`src/rtl/pcseq_pkg.sv`:
```
package pcseq_pkg;
  localparam int NIB_W  = 4;
  localparam int PAGE_W = NIB_W;
  localparam int STEP_W = 2 * NIB_W;
  localparam int OP_W   = 4;

  typedef enum logic [OP_W-1:0] {
    OP_IDLE = 4'd0,
    OP_NEXT = 4'd1,
    OP_PSET = 4'd2,
    OP_JP   = 4'd3,
    OP_JPC  = 4'd4,
    OP_JPNC = 4'd5,
    OP_JPZ  = 4'd6,
    OP_JPNZ = 4'd7,
    OP_JPBA = 4'd8,
    OP_CALL = 4'd9,
    OP_RET  = 4'd10,
    OP_RETS = 4'd11,
    OP_INT  = 4'd12
  } op_e;

  typedef enum logic [1:0] {STK_IDLE, STK_PUSH, STK_POP} stk_state_e;

  typedef struct packed {
    logic [NIB_W-1:0] hi;
    logic [NIB_W-1:0] pg;
    logic [NIB_W-1:0] lo;
  } ret_frame_t;
endpackage

```
`src/rtl/pcseq_target.sv`:
```
module pcseq_target
  import pcseq_pkg::*;
#(
  parameter int               BANK_W   = 1,
  parameter logic [PAGE_W-1:0] INT_PAGE = 1
) (
  input  op_e               op_i,
  input  logic [STEP_W-1:0] imm_i,
  input  logic [NIB_W-1:0]  reg_a_i,
  input  logic [NIB_W-1:0]  reg_b_i,
  input  logic              flag_c_i,
  input  logic              flag_z_i,
  input  logic [BANK_W-1:0] bank_i,
  input  logic [PAGE_W-1:0] page_i,
  input  logic [STEP_W-1:0] step_i,
  input  logic [BANK_W-1:0] nbank_i,
  input  logic [PAGE_W-1:0] npage_i,
  output logic              pc_ld_o,
  output logic [BANK_W-1:0] bank_nx_o,
  output logic [PAGE_W-1:0] page_nx_o,
  output logic [STEP_W-1:0] step_nx_o,
  output logic              reload_o,
  output logic              pset_o,
  output logic              push_o,
  output ret_frame_t        frame_o,
  output logic              pop_o,
  output logic              skip_o
);
  logic [STEP_W-1:0] step_inc;
  logic              jump_ok;

  assign step_inc = step_i + STEP_W'(1);

  always_comb begin
    case (op_i)
      OP_JP, OP_JPBA: jump_ok = 1'b1;
      OP_JPC:         jump_ok = flag_c_i;
      OP_JPNC:        jump_ok = !flag_c_i;
      OP_JPZ:         jump_ok = flag_z_i;
      OP_JPNZ:        jump_ok = !flag_z_i;
      default:        jump_ok = 1'b0;
    endcase
  end

  always_comb begin
    pc_ld_o   = 1'b0;
    bank_nx_o = bank_i;
    page_nx_o = page_i;
    step_nx_o = step_inc;
    reload_o  = 1'b0;
    pset_o    = 1'b0;
    push_o    = 1'b0;
    pop_o     = 1'b0;
    skip_o    = 1'b0;
    frame_o.hi = step_inc[STEP_W-1 -: NIB_W];
    frame_o.pg = page_i;
    frame_o.lo = step_inc[NIB_W-1:0];
    case (op_i)
      OP_NEXT: pc_ld_o = 1'b1;
      OP_PSET: begin
        pc_ld_o = 1'b1;
        pset_o  = 1'b1;
      end
      OP_JP, OP_JPC, OP_JPNC, OP_JPZ, OP_JPNZ, OP_JPBA: begin
        pc_ld_o = 1'b1;
        if (jump_ok) begin
          bank_nx_o = nbank_i;
          page_nx_o = npage_i;
          step_nx_o = (op_i == OP_JPBA) ? {reg_b_i, reg_a_i} : imm_i;
          reload_o  = 1'b1;
        end
      end
      OP_CALL: begin
        pc_ld_o   = 1'b1;
        page_nx_o = npage_i;     // bank deliberately kept
        step_nx_o = imm_i;
        reload_o  = 1'b1;
        push_o    = 1'b1;
      end
      OP_RET:  pop_o = 1'b1;
      OP_RETS: begin
        pop_o  = 1'b1;
        skip_o = 1'b1;
      end
      OP_INT: begin
        pc_ld_o    = 1'b1;
        page_nx_o  = INT_PAGE;
        step_nx_o  = {{(STEP_W-NIB_W){1'b0}}, imm_i[NIB_W-1:0]};
        reload_o   = 1'b1;
        push_o     = 1'b1;
        frame_o.hi = step_i[STEP_W-1 -: NIB_W];  // resume at interrupted step
        frame_o.lo = step_i[NIB_W-1:0];
      end
      default: ;
    endcase
  end
endmodule

```
`src/rtl/pcseq_stack.sv`:
```
module pcseq_stack
  import pcseq_pkg::*;
#(
  parameter int              SP_W   = 8,
  parameter logic [SP_W-1:0] SP_RST = '0
) (
  input  logic             clk_i,
  input  logic             rst_ni,
  input  logic             push_i,
  input  ret_frame_t       frame_i,
  input  logic             pop_i,
  input  logic [NIB_W-1:0] rdata_i,
  output logic             busy_o,
  output logic [SP_W-1:0]  sp_o,
  output logic [SP_W-1:0]  addr_o,
  output logic [NIB_W-1:0] wdata_o,
  output logic             we_o,
  output logic             pop_last_o,
  output logic [NIB_W-1:0] pop_hi_o,
  output logic [NIB_W-1:0] pop_pg_o
);
  localparam logic [1:0] LAST_IDX = 2'd2;

  stk_state_e       state_q;
  logic [1:0]       idx_q;
  logic [SP_W-1:0]  sp_q;
  ret_frame_t       frame_q;
  logic [NIB_W-1:0] hi_q, pg_q;

  assign busy_o     = (state_q != STK_IDLE);
  assign we_o       = (state_q == STK_PUSH);
  assign sp_o       = sp_q;
  assign addr_o     = we_o ? sp_q - SP_W'(1) : sp_q;
  assign pop_last_o = (state_q == STK_POP) && (idx_q == LAST_IDX);
  assign pop_hi_o   = hi_q;
  assign pop_pg_o   = pg_q;

  always_comb begin
    case (idx_q)
      2'd0:    wdata_o = frame_q.lo;
      2'd1:    wdata_o = frame_q.pg;
      default: wdata_o = frame_q.hi;
    endcase
  end

  always_ff @(posedge clk_i or negedge rst_ni) begin
    if (!rst_ni) begin
      state_q <= STK_IDLE;
      idx_q   <= '0;
      sp_q    <= SP_RST;
      frame_q <= '0;
      hi_q    <= '0;
      pg_q    <= '0;
    end else begin
      case (state_q)
        STK_IDLE: begin
          idx_q <= '0;
          if (push_i) begin
            state_q <= STK_PUSH;
            frame_q <= frame_i;
          end else if (pop_i) begin
            state_q <= STK_POP;
          end
        end
        STK_PUSH: begin
          sp_q  <= sp_q - SP_W'(1);
          idx_q <= idx_q + 2'd1;
          if (idx_q == LAST_IDX) state_q <= STK_IDLE;
        end
        STK_POP: begin
          sp_q  <= sp_q + SP_W'(1);
          idx_q <= idx_q + 2'd1;
          if (idx_q == 2'd0) hi_q <= rdata_i;
          if (idx_q == 2'd1) pg_q <= rdata_i;
          if (idx_q == LAST_IDX) state_q <= STK_IDLE;
        end
        default: state_q <= STK_IDLE;
      endcase
    end
  end
endmodule

```
`src/rtl/pcseq_top.sv`:
```
module pcseq_top
  import pcseq_pkg::*;
#(
  parameter int                BANK_W     = 1,
  parameter int                SP_W       = 8,
  parameter logic [PAGE_W-1:0] RESET_PAGE = 1,
  parameter logic [PAGE_W-1:0] INT_PAGE   = 1,
  parameter logic [SP_W-1:0]   SP_RST     = '0,
  localparam int               PC_W       = BANK_W + PAGE_W + STEP_W
) (
  input  logic              clk_i,
  input  logic              rst_ni,
  input  logic [OP_W-1:0]   op_i,
  input  logic [STEP_W-1:0] imm_i,
  input  logic [NIB_W-1:0]  reg_a_i,
  input  logic [NIB_W-1:0]  reg_b_i,
  input  logic              flag_c_i,
  input  logic              flag_z_i,
  input  logic [NIB_W-1:0]  stk_rdata_i,
  output logic [PC_W-1:0]   pc_o,
  output logic              busy_o,
  output logic [SP_W-1:0]   sp_o,
  output logic [SP_W-1:0]   stk_addr_o,
  output logic [NIB_W-1:0]  stk_wdata_o,
  output logic              stk_we_o
);
  logic [BANK_W-1:0] bank_q, nbank_q, bank_nx;
  logic [PAGE_W-1:0] page_q, npage_q, page_nx;
  logic [STEP_W-1:0] step_q, step_nx;
  logic              skip_q;

  op_e        op_eff;
  logic       pc_ld, reload, pset, push_req, pop_req, pop_skip;
  ret_frame_t frame;
  logic       stk_busy, pop_last;
  logic [NIB_W-1:0] pop_hi, pop_pg;

  assign op_eff = stk_busy ? OP_IDLE : op_e'(op_i);

  pcseq_target #(.BANK_W(BANK_W), .INT_PAGE(INT_PAGE)) u_target (
    .op_i      (op_eff),
    .imm_i     (imm_i),
    .reg_a_i   (reg_a_i),
    .reg_b_i   (reg_b_i),
    .flag_c_i  (flag_c_i),
    .flag_z_i  (flag_z_i),
    .bank_i    (bank_q),
    .page_i    (page_q),
    .step_i    (step_q),
    .nbank_i   (nbank_q),
    .npage_i   (npage_q),
    .pc_ld_o   (pc_ld),
    .bank_nx_o (bank_nx),
    .page_nx_o (page_nx),
    .step_nx_o (step_nx),
    .reload_o  (reload),
    .pset_o    (pset),
    .push_o    (push_req),
    .frame_o   (frame),
    .pop_o     (pop_req),
    .skip_o    (pop_skip)
  );

  pcseq_stack #(.SP_W(SP_W), .SP_RST(SP_RST)) u_stack (
    .clk_i      (clk_i),
    .rst_ni     (rst_ni),
    .push_i     (push_req),
    .frame_i    (frame),
    .pop_i      (pop_req),
    .rdata_i    (stk_rdata_i),
    .busy_o     (stk_busy),
    .sp_o       (sp_o),
    .addr_o     (stk_addr_o),
    .wdata_o    (stk_wdata_o),
    .we_o       (stk_we_o),
    .pop_last_o (pop_last),
    .pop_hi_o   (pop_hi),
    .pop_pg_o   (pop_pg)
  );

  always_ff @(posedge clk_i or negedge rst_ni) begin
    if (!rst_ni) begin
      bank_q  <= '0;
      page_q  <= RESET_PAGE;
      step_q  <= '0;
      nbank_q <= '0;
      npage_q <= RESET_PAGE;
      skip_q  <= 1'b0;
    end else if (pop_last) begin
      // last nibble arrives combinationally this cycle
      step_q  <= {pop_hi, stk_rdata_i} + STEP_W'(skip_q);
      page_q  <= pop_pg;
      nbank_q <= bank_q;
      npage_q <= pop_pg;
    end else begin
      if (pop_req) skip_q <= pop_skip;
      if (pc_ld) begin
        bank_q <= bank_nx;
        page_q <= page_nx;
        step_q <= step_nx;
      end
      if (reload) begin
        nbank_q <= bank_nx;
        npage_q <= page_nx;
      end else if (pset) begin
        nbank_q <= imm_i[PAGE_W +: BANK_W];
        npage_q <= imm_i[PAGE_W-1:0];
      end
    end
  end

  assign pc_o   = {bank_q, page_q, step_q};
  assign busy_o = stk_busy;
endmodule

```
`config.mk`:
```
export PLATFORM = sky130hd
export DESIGN_NAME = pcseq_top
export DESIGN_NICKNAME = d
export VERILOG_FILES = /design/src/rtl/pcseq_pkg.sv /design/src/rtl/pcseq_target.sv /design/src/rtl/pcseq_stack.sv /design/src/rtl/pcseq_top.sv
export SDC_FILE = /design/constraint.sdc
export NUM_CORES = 1
export LEC_CHECK = 0
export BUFFER_PORTS_ARGS = -buffer_cell sky130_fd_sc_hd__clkbuf_2
export CAP_MARGIN = 10
export CORE_MARGIN = 1
export CORE_UTILIZATION = 55
export DETAILED_ROUTE_END_ITERATION = 8
export GPL_ROUTABILITY_DRIVEN = 0
export PLACE_DENSITY_LB_ADDON = 0.2
export RECOVER_POWER = 25
export SKIP_CTS_REPAIR_TIMING = 1
export SLEW_MARGIN = 20
export SYNTH_ARGS = -nofsm -noshare
export SYNTH_HDL_FRONTEND = slang
export SYNTH_SLANG_ARGS = --single-unit
```
`constraint.sdc`:
```
create_clock -name clk_i -period 6.3 [get_ports clk_i]
set_input_delay 1.26 -clock clk_i [delete_from_list [all_inputs] [get_ports clk_i]]
set_output_delay 1.26 -clock clk_i [all_outputs]
set_load 0.05 [all_outputs]
```
==> results of run 1 <==
worst reg2reg max path, cell delays in order (launching register included):
cell and delay, ns:
dfrtp_1 0.41, inv_1 0.12, ha_1 0.48, nand2_1 0.20
nor4_2 0.84, nor2_1 0.09, a31o_2 0.25, a21oi_1 0.14
logic make-up after synthesis:
| group | after synthesis | share of synthesized area |
|---|---|---|
| AND/OR/NAND/NOR | 145 | 0.2172 |
| adder cells (fa/ha/maj) | 12 | 0.04479 |
| multiplexers | 18 | 0.06010 |
| XOR/XNOR | 23 | 0.06010 |
| buffers and inverters | 38 | 0.05450 |
| flip-flops | 51 | 0.3815 |
| AO/OA/AOI/OAI | 92 | 0.1818 |
sequential cells by signal, summed over array words and instances, names as in the netlist:
name,count
u_stack.state_q,2
npage_q,4
step_q,8
u_stack.pop_pg_o,4
u_stack.idx_q,2
skip_q,1
nbank_q,1
u_stack.frame_q,12
u_stack.sp_o,8
u_stack.pop_hi_o,4
page_q,4
bank_q,1
cells in the mapped netlist, types with 6 or more instances:
cell	number
a21oi_1	28
o22ai_1	6
a221oi_1	9
buf_4	7
nand2_1	55
clkbuf_1	13
inv_1	12
xnor2_1	13
xor2_1	10
and2_1	6
nand3_1	16
mux2_2	10
ha_1	12
dfrtp_1	49
nor2_1	28
o21ai_0	17
cell usage in the layout (no fill, tap or decap), types with 3 or more instances in the layout:
| cell type | count |
|---|---|
| a21oi_1 | 28 |
| a221oi_1 | 9 |
| a22oi_1 | 4 |
| and2_1 | 6 |
| and3_1 | 4 |
| clkbuf_2 | 62 |
| clkbuf_8 | 7 |
| dfrtp_1 | 49 |
| ha_1 | 12 |
| inv_1 | 12 |
| mux2_2 | 10 |
| mux2i_1 | 5 |
| nand2_1 | 55 |
| nand2b_1 | 3 |
| nand3_1 | 16 |
| nand4_1 | 3 |
| nor2_1 | 28 |
| nor2b_1 | 3 |
| nor3_1 | 5 |
| o21a_1 | 3 |
| o21ai_0 | 17 |
| o22ai_1 | 6 |
| o31ai_1 | 3 |
| or3_1 | 4 |
| xnor2_1 | 13 |
| xor2_1 | 10 |
final timing paths:
| check | start | to | slack [ns] | depth (start not counted) |
|---|---|---|---|---|
| worst max-delay path | u_stack.state_q[1] | stk_addr_o[7] | 2.69 | 7 |
| max in group asynchronous | rst_ni | u_stack.idx_q[0] | 2.76 | 2 |
| min in group asynchronous | rst_ni | u_stack.frame_q[4] | 1.95 | 2 |
| worst min-delay path | u_stack.frame_q[4] | u_stack.frame_q[4] | 0.49 | 2 |
| worst min register to register | u_stack.frame_q[4] | u_stack.frame_q[4] | 0.49 | 2 |
| worst max register to register | u_stack.state_q[0] | u_stack.frame_q[3] | 3.71 | 7 |
metrics by stage:
stage,power [uW],util,worst slack (ns),cells
6_report,2116,0.6335,2.688,499
5_1_grt,2254,0.6335,2.230,499
4_1_cts,2119,0.6341,2.685,499
3_5_place_dp,1907,0.6171,3.026,491
3_3_place_gp,1881,0.6171,3.122,491
2_1_floorplan,1629,-,2.486,379
power by group through the flow:
stage                     logic (uW)  registers, uW  clock network (uW)
after floorplan                  853            776                   0
after global placement          1220            659                   0
after detailed placement        1240            669                   0
after CTS                       1240            663                 211
after global routing            1340            686                 226
final                           1240            664                 208
area by class of cell:
cell class / instances / area (sq um)
Clock buffer: 8 / 100.1
Fill cell: 527 / 2157
Inverter: 12 / 45.04
Multi-Input combinational cell: 290 / 1897
Sequential cell: 51 / 1279
Tap cell: 75 / 93.84
Timing Repair Buffer: 63 / 314.1
routing by layer:
| metal | global-route usage | vias up | part of all wire |
|---|---|---|---|
| met5 | 0 | - | 0 |
| li1 | - | 1444 | - |
| met3 | 0.05455 | 13 | 0.057 |
| met1 | 0.4017 | 1437 | 0.47 |
| met2 | 0.4316 | 111 | 0.46 |
| met4 | 0.08929 | 0 | 0.016 |
==> impl_results.md, run 1 <==
- Buf+Inv Stages, Crit Path: 3
- Status: finished, violations left
- Initial antenna violation count: 0
- Share of cells above drive strength 1: 0.2170
- DRT iter0 DRCs: between 200 and 250
- Setup TNS: 0 ns
- Max stage delay on crit path: 0.43 ns
- Net Sw Power: between 1000 and 1500 uW
- Clk pin slew, worst setup/hold paths: approximately 0.090 ns
- Yosys reg bits: 51
- Cell family with most CP delay: simple AND/OR/NAND/NOR gates
- Final hold slack: 0.4912 ns
- HPWL Detailed: roughly 6.3 mm
- CP cell instances: inv_1 -> ha_1 -> inv_1 -> or3_1 -> nor4_1 -> xor2_1 -> clkbuf_2
- Failing checks: capacitance limit, slew limit
- Highest Clock Rate: ~280 MHz
- Final hold vios: 0
- Vias/cell: 6.022
- Critical path fanouts, max: 7
- Ys Warns: 0
- Overall Global Routing Usage: 0.2823
- Synth area leader: dfrtp_1
- Part of the power in combinational logic: 0.588
- Num CTS Buffers: 5
- CP arrival: 2.35 ns
- Final instance area: 0.003729 sq mm
- Synth-to-layout area growth: 11.24%
- Leading post-synthesis cells by cell area: dfrtp_1, nand2_1, ha_1
- Post-synth EDFFs: 0
- Slew margin rel.: -0.8806
- Sequential fraction of design power: 0.314
- Port bufs: 62
- Final min period: 3.612 ns
- Final nets: 463
- Worst Setup Start Kind: flip-flop
- DR WL/cell: 17.04 um
- Via Count: 3005
- Endpoint class of the critical path: output port
- Root buf cell: clkbuf_8
- Synth Cell Area: 0.003352 sq mm
- Crit Path Class: reg -> out
- Post-Synthesis Cells: 379
- Chip width: around 80 um
- Placed cell area: 0.003632 sq mm
- Largest net degree at the start of global routing: between 50 and 60
- CTS tree: done
- FFs w/ async S/R, synth: 1.000
- Pint: 965.6 uW
- Hold Path Class: reg -> reg
- Synth top area share: 0.3658
- Slew @ Worst Pin: between 2 and 3 ns
- Num rows: 28
- LEAKAGE: 0.001704 uW
- IO Count: between 60 and 70
- Clock power share: 0.098
- Total Wirelength: 8.501 mm
- Grt ovf: 0
- Syn Area/Cell: around 8.8 sq um
- Req. time, crit path: between 5 and 6 ns
- Main synth FF type: dfrtp_1
- CTS max path bufs: 2
- Clock latency on the worst-skew pair: 0.31 ns
- Post-synthesis net count: 419
- DR pass1 iterations: 6
- Cell mode on critical path: inv_1
- CTS Sinks: 51
- Die height: 80.07 um
- Clock Skew: 0.007004 ns
- RSZ-0062 raised after global routing: false
- Core Area: 0.005886 sq mm
- Final Max Slew Viols: 52
- Slowest CP cell: dfrtp_1
- Switching Fraction: 0.5436
- Sequential area share after synthesis: 0.3815
- Pwr Density: 567.5 mW/mm^2
- MaxCap Viol Count: 1
- Distinct cell type count after synthesis: 60
- Die area: ~0.0064 sq mm
- Final antenna-violating net count: 0
- Starting Density: 0.5695
- Final setup fails: 0
- VDD IR max: between 400 and 500 uV
- DRC viols: 0
- Antenna cell count: 0
- Tcrit/Tclk final: 0.5733
- Htree depth: 2
- First-pass GRT wire length: 13.74 mm
- Vias in the first global route: 2759
Power figures use the tool's default switching activity.
==> run 2, diff against run 1 <==
Settings changed: CORE_UTILIZATION 55 to 51.
Clock period 6.3 ns to 3.2 ns, I/O delays scaled along.
==> run 2 against run 1 <==
- the run now ends clean
- clock-buffer cell count is 3 lower
- total power is 97% higher
- global-route usage is 2.4 points lower
- sequential cell count stayed put
- cell area is 0.50% higher
- highest routed layer unchanged
==> impl_results.md, run 2 (synthesized netlist as in run 1, its figures left out) <==
- Area of the multi-input gates: 0.001897 sq mm (unchanged)
- Final nets: 466 (+0.65%)
- Most common cell after layout, fill and taps aside: clkbuf_2
- Final Max Slew Viols: 0 (-100%)
- IO Count: 63 (unchanged)
- Crit Reg-Reg Startpoint: u_stack.state_q[0]
- CTS max path bufs: 2 (unchanged)
- Num CTS Buffers: 5 (unchanged)
- Die area: 0.006901 sq mm (+7.6%)
- DR WL/cell: 17.11 um (+0.45%)
- Chip width: 83.07 um (+3.8%)
- Hold depth: 2 (unchanged)
- Setup ws final: 0.2101 ns (-2.478 ns)
- Initial antenna violation count: 0 (unchanged)
- Final min period: 2.990 ns
- Critical path fanouts, max: 7 (unchanged)
- CTS Sinks: 51 (unchanged)
- Final hold vios: 0 (unchanged)
- Share of cells above drive strength 1: 0.2272 (+0.01019)
- Slew margin rel.: 0.1426 (+1.023)
- LEAKAGE: 0.001711 uW (+0.43%)
- Via Count: 3060 (+1.8%)
- R2r endpoint: step_q[4]
- Setup TNS: 0 ns (unchanged)
- Register area: 0.001279 sq mm (unchanged)
- First-pass GRT wire length: 14.15 mm (+3.0%)
- Pwr Total: 4160 uW (+97%)
- Endpoint class of the critical path: output port
- MaxCap Viol Count: 0 (-1)
- Crit Path Class: reg -> out
- Largest net degree at the start of global routing: 52 (unchanged)
- Clock Skew: 0.01084 ns (+0.003840 ns)
- Htree depth: 2 (unchanged)
- Synth-to-layout area growth: 11.80%
- Overall Global Routing Usage: 0.2581 (-0.02421)
- Clk pin slew, worst setup/hold paths: 0.10 ns (about the same)
- DR pass1 iterations: 5 (-1)
- Vias/cell: 6.071 (+0.82%)
- Hold Crit Start: u_stack.frame_q[5]
- Starting Density: 0.5279 (-0.04163)
- Root buf cell: clkbuf_8
- Num rows: 29 (+3.6%)
- Total Wirelength: 8.625 mm (+1.5%)
- Crit path launch: u_stack.state_q[1]
- Highest Clock Rate: between 300 and 400 MHz
- Port bufs: 62 (unchanged)
- Pwr Density: 1110 mW/mm^2 (+96%)
- Clock latency on the worst-skew pair: 0.32 ns (about the same)
- HPWL Detailed: 6.360 mm (+1.6%)
- FILL cells: 559 (+6.1%)
- Tcrit/Tclk final: 0.9343
- CTS tree: done
- Die height: 83.07 um (+3.8%)
- DRC viols: 0 (unchanged)
- Slew @ Worst Pin: 1.286 ns (-1.535 ns)
- Grt ovf: 0 (unchanged)
- Req. time, crit path: 2.56 ns (-2.48 ns)
- R2r setup slk: 0.61 ns (-3.10 ns)
- Worst Setup Start Kind: flip-flop
- Cells on worst reg2reg path: 7 (unchanged)
- Max FFs per register: 12 (unchanged)
- Core Area: 0.006350 sq mm (+7.9%)
- DRT iter0 DRCs: 241 (+3.4%)
- Vias in the first global route: 2777 (+0.65%)
- Post-place setup slack: 0.5756 ns (-2.450 ns)
- VDD IR max: 724.5 uV (+61%)
- Final setup fails: 0 (unchanged)
- Worst Hold Path EP: u_stack.frame_q[5]
- Commonest non-fill, non-tap cells in the layout: clkbuf_2, nand2_1, dfrtp_1
- Final antenna-violating net count: 0 (unchanged)
- CP arrival: 2.35 ns (about the same)
- Hold Path Class: reg -> reg
- RSZ-0062 raised after global routing: false
- Status: completed
- Most flops, register: u_stack.frame_q
- Antenna cell count: 0 (unchanged)
==> run 2: worst max path at each step <==
| stage | to | cells after the start | slack, ns |
|---|---|---|---|
| 6_report | stk_addr_o[7] | 7 | 0.21 |
| 3_3_place_gp | stk_addr_o[7] | 7 | 0.61 |
| 3_5_place_dp | stk_addr_o[7] | 7 | 0.58 |
| 4_1_cts | stk_addr_o[7] | 7 | 0.22 |
| 5_1_grt | stk_addr_o[7] | 7 | 0.08 |
| 2_1_floorplan | stk_addr_o[7] | 6 | 0.006 |
==> run 2: final cells by class <==
class,instances,area share
multi-input cells,290,0.5062
flip-flops and latches,51,0.3412
repair buffers,66,0.09015
well taps,77,0.02571
clock buffers,5,0.01836
inverters,12,0.01202
clock inverters,3,0.006344
==> run 2: metrics by stage <==
step	instances	hold slack (ns)	cell area, sq um	utilization
finish	504	0.5054	3747	0.5901
floorplan	379	0.3444	3352	-
CTS	504	0.4494	3750	0.5905
global route	504	0.5309	3747	0.5901
global placement	496	0.4664	3657	0.5760
detailed placement	496	0.4841	3657	0.5760
==> run 2: metal layers <==
metal  vias to the layer above  track usage  wire length, um
li1                       1450            -                -
met1                      1508       0.3844             4110
met2                        91       0.3897             4013
met3                        11      0.03777              385
met4                         0      0.07680              116
met5                         -            0                0
==> run 2: power by group <==
group / switching, uW / total, uW / internal [uW]
clock network: 236 / 393 / 157
registers: 353 / 1310 / 958
logic: 1710 / 2460 / 749
==> run 2: critical path, stage by stage, from the launching register on <==
cell and delay [ns]:
dfrtp_1 0.43, inv_1 0.09, ha_1 0.31, inv_1 0.08
or3_1 0.44, nor4_1 0.24, xor2_1 0.17, clkbuf_2 0.29
